==> config.mk <==
export PLATFORM = sky130hd
export DESIGN_NAME = status_byte_srq
export DESIGN_NICKNAME = d
export VERILOG_FILES = /design/src/rtl/stb_pkg.sv /design/src/rtl/stb_evt_reg.sv /design/src/rtl/stb_summary.sv /design/src/rtl/stb_rqs.sv /design/src/rtl/status_byte_srq.sv
export SDC_FILE = /design/constraint.sdc
export NUM_CORES = 1
export LEC_CHECK = 0
export ABC_CLOCK_PERIOD_IN_PS = 2100
export BUFFER_PORTS_ARGS = -buffer_cell sky130_fd_sc_hd__buf_2
export CAP_MARGIN = 30
export CORE_AREA = 5 5 62 64
export CTS_CLUSTER_DIAMETER = 80
export DETAILED_ROUTE_END_ITERATION = 16
export DIE_AREA = 0 0 67 69
export HOLD_SLACK_MARGIN = 0.1
export PLACE_DENSITY = 0.79
export SLEW_MARGIN = 20
export SYNTH_ARGS = -nofsm -noshare
export SYNTH_HDL_FRONTEND = slang
export SYNTH_SLANG_ARGS = --single-unit
==> constraint.sdc <==
create_clock -name clk_i -period 2.1 [get_ports clk_i]
set_input_delay 0.105 -clock clk_i [delete_from_list [all_inputs] [get_ports clk_i]]
set_output_delay 0.105 -clock clk_i [all_outputs]
set_load 0.01 [all_outputs]
==> src/rtl/stb_pkg.sv <==
package stb_pkg;
  localparam int MAV_BIT = 4;
  localparam int ESB_BIT = 5;
  localparam int RQS_BIT = 6;
  localparam int OSB_BIT = 7;

  function automatic logic [7:0] pack_byte(logic osb, logic b6, logic esb, logic mav);
    logic [7:0] b;
    b = '0;
    b[OSB_BIT] = osb;
    b[RQS_BIT] = b6;
    b[ESB_BIT] = esb;
    b[MAV_BIT] = mav;
    return b;
  endfunction
endpackage

==> src/rtl/stb_evt_reg.sv <==
module stb_evt_reg #(
  parameter int W = 8
) (
  input  logic         clk_i,
  input  logic         rst_ni,
  input  logic         clr_i,
  input  logic [W-1:0] set_i,
  input  logic [W-1:0] en_i,
  output logic [W-1:0] q_o,
  output logic         summ_o
);
  logic [W-1:0] q;

  // clear beats same-cycle set
  always_ff @(posedge clk_i or negedge rst_ni) begin
    if (!rst_ni)    q <= '0;
    else if (clr_i) q <= '0;
    else            q <= q | set_i;
  end

  assign q_o    = q;
  assign summ_o = |(q & en_i);
endmodule

==> src/rtl/stb_summary.sv <==
module stb_summary
  import stb_pkg::*;
(
  input  logic       mav_i,
  input  logic       esb_i,
  input  logic       osb_i,
  input  logic [7:0] sre_i,
  output logic [7:0] stat_o,
  output logic       mss_o
);
  localparam logic [7:0] SRE_USE = ~(8'(1) << RQS_BIT);

  assign stat_o = pack_byte(osb_i, 1'b0, esb_i, mav_i);
  assign mss_o  = |(stat_o & sre_i & SRE_USE);
endmodule

==> src/rtl/stb_rqs.sv <==
module stb_rqs (
  input  logic clk_i,
  input  logic rst_ni,
  input  logic clr_i,
  input  logic poll_i,
  input  logic mss_i,
  output logic rqs_o
);
  logic mss_q, rqs_q, rise;

  assign rise = mss_i & ~mss_q;

  always_ff @(posedge clk_i or negedge rst_ni) begin
    if (!rst_ni) begin
      mss_q <= 1'b0;
      rqs_q <= 1'b0;
    end else begin
      mss_q <= mss_i;
      if (clr_i)       rqs_q <= 1'b0;
      else if (rise)   rqs_q <= 1'b1;  // new request beats poll
      else if (poll_i) rqs_q <= 1'b0;
    end
  end

  assign rqs_o = rqs_q;
endmodule

==> src/rtl/status_byte_srq.sv <==
module status_byte_srq
  import stb_pkg::*;
#(
  parameter int STD_W  = 8,
  parameter int OPER_W = 16
) (
  input  logic              clk_i,
  input  logic              rst_ni,
  input  logic              mav_i,
  input  logic [STD_W-1:0]  std_set_i,
  input  logic [STD_W-1:0]  std_en_i,
  input  logic [OPER_W-1:0] oper_set_i,
  input  logic [OPER_W-1:0] oper_en_i,
  input  logic [7:0]        sre_i,
  input  logic              poll_i,
  input  logic              query_i,
  input  logic              clr_i,
  output logic [7:0]        poll_byte_o,
  output logic [7:0]        query_byte_o,
  output logic              srq_o
);
  logic [STD_W-1:0]  std_q;
  logic [OPER_W-1:0] oper_q;
  logic              esb, osb, mss, rqs;
  logic [7:0]        stat;
  logic [7:0]        poll_q, query_q;

  stb_evt_reg #(.W(STD_W)) u_std (
    .clk_i(clk_i), .rst_ni(rst_ni), .clr_i(clr_i),
    .set_i(std_set_i), .en_i(std_en_i), .q_o(std_q), .summ_o(esb)
  );

  stb_evt_reg #(.W(OPER_W)) u_oper (
    .clk_i(clk_i), .rst_ni(rst_ni), .clr_i(clr_i),
    .set_i(oper_set_i), .en_i(oper_en_i), .q_o(oper_q), .summ_o(osb)
  );

  stb_summary u_sum (
    .mav_i(mav_i), .esb_i(esb), .osb_i(osb), .sre_i(sre_i),
    .stat_o(stat), .mss_o(mss)
  );

  stb_rqs u_rqs (
    .clk_i(clk_i), .rst_ni(rst_ni), .clr_i(clr_i),
    .poll_i(poll_i), .mss_i(mss), .rqs_o(rqs)
  );

  always_ff @(posedge clk_i or negedge rst_ni) begin
    if (!rst_ni) begin
      poll_q  <= '0;
      query_q <= '0;
    end else begin
      if (poll_i)  poll_q  <= stat | (8'(rqs) << RQS_BIT);
      if (query_i) query_q <= stat | (8'(mss) << RQS_BIT);
    end
  end

  assign poll_byte_o  = poll_q;
  assign query_byte_o = query_q;
  assign srq_o        = rqs;
endmodule

==> impl_metrics.json <==
{
  "die_y_um": 69,
  "grt_overflow": 0,
  "clock_path_buffers": 2,
  "ys_seq_area_share_pct": 61.21,
  "worst_clock_skew_ps": 9.052,
  "critPathKind": "flop to flop",
  "critPathLaunch": "u_oper.q_o[1]",
  "rows": 21,
  "reg2reg_to": "query_byte_o[6]",
  "grt_use_total_pct": 17.05,
  "drt_iter0_drc": 46,
  "maxClockFrequency_mhz": 684.0,
  "worst_slew_pin_slew_ps": 737.3,
  "synth_cell_type_count": 18,
  "setup_viol": 0,
  "maxSlewHeadroom_pct": 50.85,
  "grt_max_degree": 35,
  "cp.arrival_ps": 1680,
  "core_area_um2": 3232,
  "syn-cell-area_um2": 1390,
  "outcome": "complete, no violations",
  "clkTransAtPathRegs_ps": 100,
  "dp_slack_ps": 631.8,
  "synth_common_cells": "nor2_1 (53), dfrtp_1 (34), buf_4 (8)",
  "synth_top_area_cell": "dfrtp_1",
  "syn_avg_cell_area_um2": 10.78,
  "ys_async_sr_fraction_pct": 100.0,
  "dp_hpwl_um": 2414,
  "vias_per_cell": 4.623,
  "power_density_nw_per_um2": 670.1,
  "yosysTopAreaCellShare_pct": 61.21,
  "drt_pass1_iterations": 4,
  "finalHoldViolCount": 0,
  "met1_length_um": 1312,
  "critical_path.max_fanout": 3,
  "diodes": 0,
  "drc": 0,
  "post_cts_buffers": 0,
  "p_leak_uw": 0.001052,
  "synth_edf_count": 0,
  "ioPinCount": 79,
  "ctsRootBufferMaster": "clkbuf_4",
  "synth_area_leaders": "dfrtp_1 (61%), nor2_1 (14%), a221oi_2 (4.3%)",
  "htreeDepth": 2,
  "wl_met3_um": 214,
  "peakVddDrop_uv": 495.0,
  "placed_cells": 236,
  "drt_wl_total_um": 3702,
  "met2WireLength_um": 2090,
  "fin_ws_ps": 637.9,
  "yosysMostFrequentCell": "nor2_1",
  "cts_tree": "done",
  "clock-sinks": 34,
  "vias": 1262,
  "r2r_cells": 5,
  "path_cells": "a22o_1, a221oi_2, and4_4, o221a_4, a21oi_2",
  "yosysWarnings": 0,
  "r2r-start": "u_oper.q_o[1]",
  "clk_latency_ps": 330,
  "layout-drive-gt1-share_pct": 37.00,
  "drtAntennaViolNets": 0,
  "io_buffers": 65,
  "rsz0062_at_grt": "no",
  "antenna_found_initial": 0,
  "die_area_um2": 4623,
  "drv_cap": 0,
  "syn2layout_area_growth_pct": 50.86,
  "die_w_um": 67,
  "grt_pass1_wl_um": 5934,
  "gp_congestion": 0.7705,
  "detail_route.wl_per_cell_um": 13.56,
  "finalCritPeriodShare_pct": 69.62,
  "topRoutingLayerUsed": "met4",
  "end_kind": "flop",
  "numCtsBuffers": 5,
  "fin_nets": 288,
  "synth-main-ff-cell": "dfrtp_1",
  "critPathLaunchType": "flop",
  "hold_class": "primary input to flop",
  "finalMaxSlewViolations": 0,
  "ys_ff_latch": 34,
  "synth_cells": 129,
  "fin_crit_ps": 1462,
  "start_util_pct": 43.01,
  "final_cell_count_no_fill": 273,
  "cp.required_ps": 2320,
  "grt_pass1_vias": 1365,
  "crit_path_max_incr_delay_ps": 400,
  "r2r_setup_slack_ps": 640,
  "cts_resized": 0,
  "cp_slowest_cell": "dfrtp_1",
  "critical_path.endpoint": "query_byte_o[6]",
  "tns_ps": 0
}
==> layout by cell type (no fill, tap or decap) <==
cell           synthesis  layout
nand2_1                1       1
and4_1                 1       1
a22o_1                 4       4
dfrtp_1               34      34
a22oi_1                4       4
clkbuf_4               0       5
inv_1                  3       3
nor2_1                53      53
dlygate4sd3_1          0      29
and4_4                 1       1
mux2_2                 3       3
o221a_4                1       1
a21oi_1                4       4
conb_1                 1       8
clkbuf_8               0       3
a221oi_2               4       4
nand2b_1               1       1
a21oi_2                2       2
a21o_1                 1       1
buf_2                  0      65
==> registers in the layout (all words and copies together), names as in the netlist <==
register and count:
u_oper.q_o 16, u_std.q_o 8, poll_byte_o 4, query_byte_o 4
u_rqs.mss_q 1, u_rqs.rqs_o 1
==> stage by stage <==
stage | instance area, um2 | power [uW] | hold slack (ps) | utilization (%)
2_1_floorplan | 1416 | 845.8 | -190.6 | -
3_3_place_gp | 1728 | 934.1 | 210.6 | 53.46
3_5_place_dp | 1728 | 940.9 | 204.4 | 53.46
4_1_cts | 2087 | 1419 | 102.7 | 64.58
5_1_grt | 2097 | 1491 | 170.8 | 64.89
6_report | 2097 | 1405 | 188.9 | 64.89
==> cells by family after synthesis <==
kind of cell | share of synthesized area [%]
mux | 2.430
simple gates | 16.47
flops | 61.21
buf+inv | 5.941
compound gates | 13.68
other cells | 0.2698
==> worst max-delay path, delay by kind of cell, from the launching register on <==
family	cells	cell delay, ps
simple gates	1	280
compound gates	4	680
flops	1	400
==> worst min-delay path by stage <==
stage / startpoint / to / slack [ps] / cells past startpoint
floorplan: rst_ni / poll_byte_o[4] / -190 / 0
finish: sre_i[5] / u_rqs.mss_q / 190 / 4
global route: sre_i[5] / u_rqs.rqs_o / 170 / 4
CTS: sre_i[4] / u_rqs.mss_q / 100 / 4
detailed placement: rst_ni / u_oper.q_o[4] / 200 / 1
global placement: rst_ni / u_oper.q_o[4] / 210 / 1
==> metal layers <==
layer / global-route usage [%] / vias up
met5: 0 / -
met4: 6.757 / 0
met3: 6.006 / 8
met2: 30.79 / 48
met1: 17.21 / 597
li1: - / 609
==> layout make-up <==
| type | instances | area (um2) |
|---|---|---|
| Clock buffer | 8 | 78.83 |
| Fill cell | 275 | 1135 |
| Inverter | 3 | 11.26 |
| Multi-Input combinational cell | 88 | 483.0 |
| Sequential cell | 34 | 850.8 |
| Tap cell | 46 | 57.56 |
| Timing Repair Buffer | 94 | 615.6 |
==> power by group <==
group,internal [uW],total [uW],switching (uW)
Clock,229,436,207
Combinational,130,237,107
Sequential,704,733,29.3
==> timing repair <==
action                                  4_1_cts  5_1_grt
endpoints found under the hold margin        65        1
endpoints found under the setup margin        0        0
hold buffers                                 28        1
No activity file was read; power rests on OpenSTA's default activity.
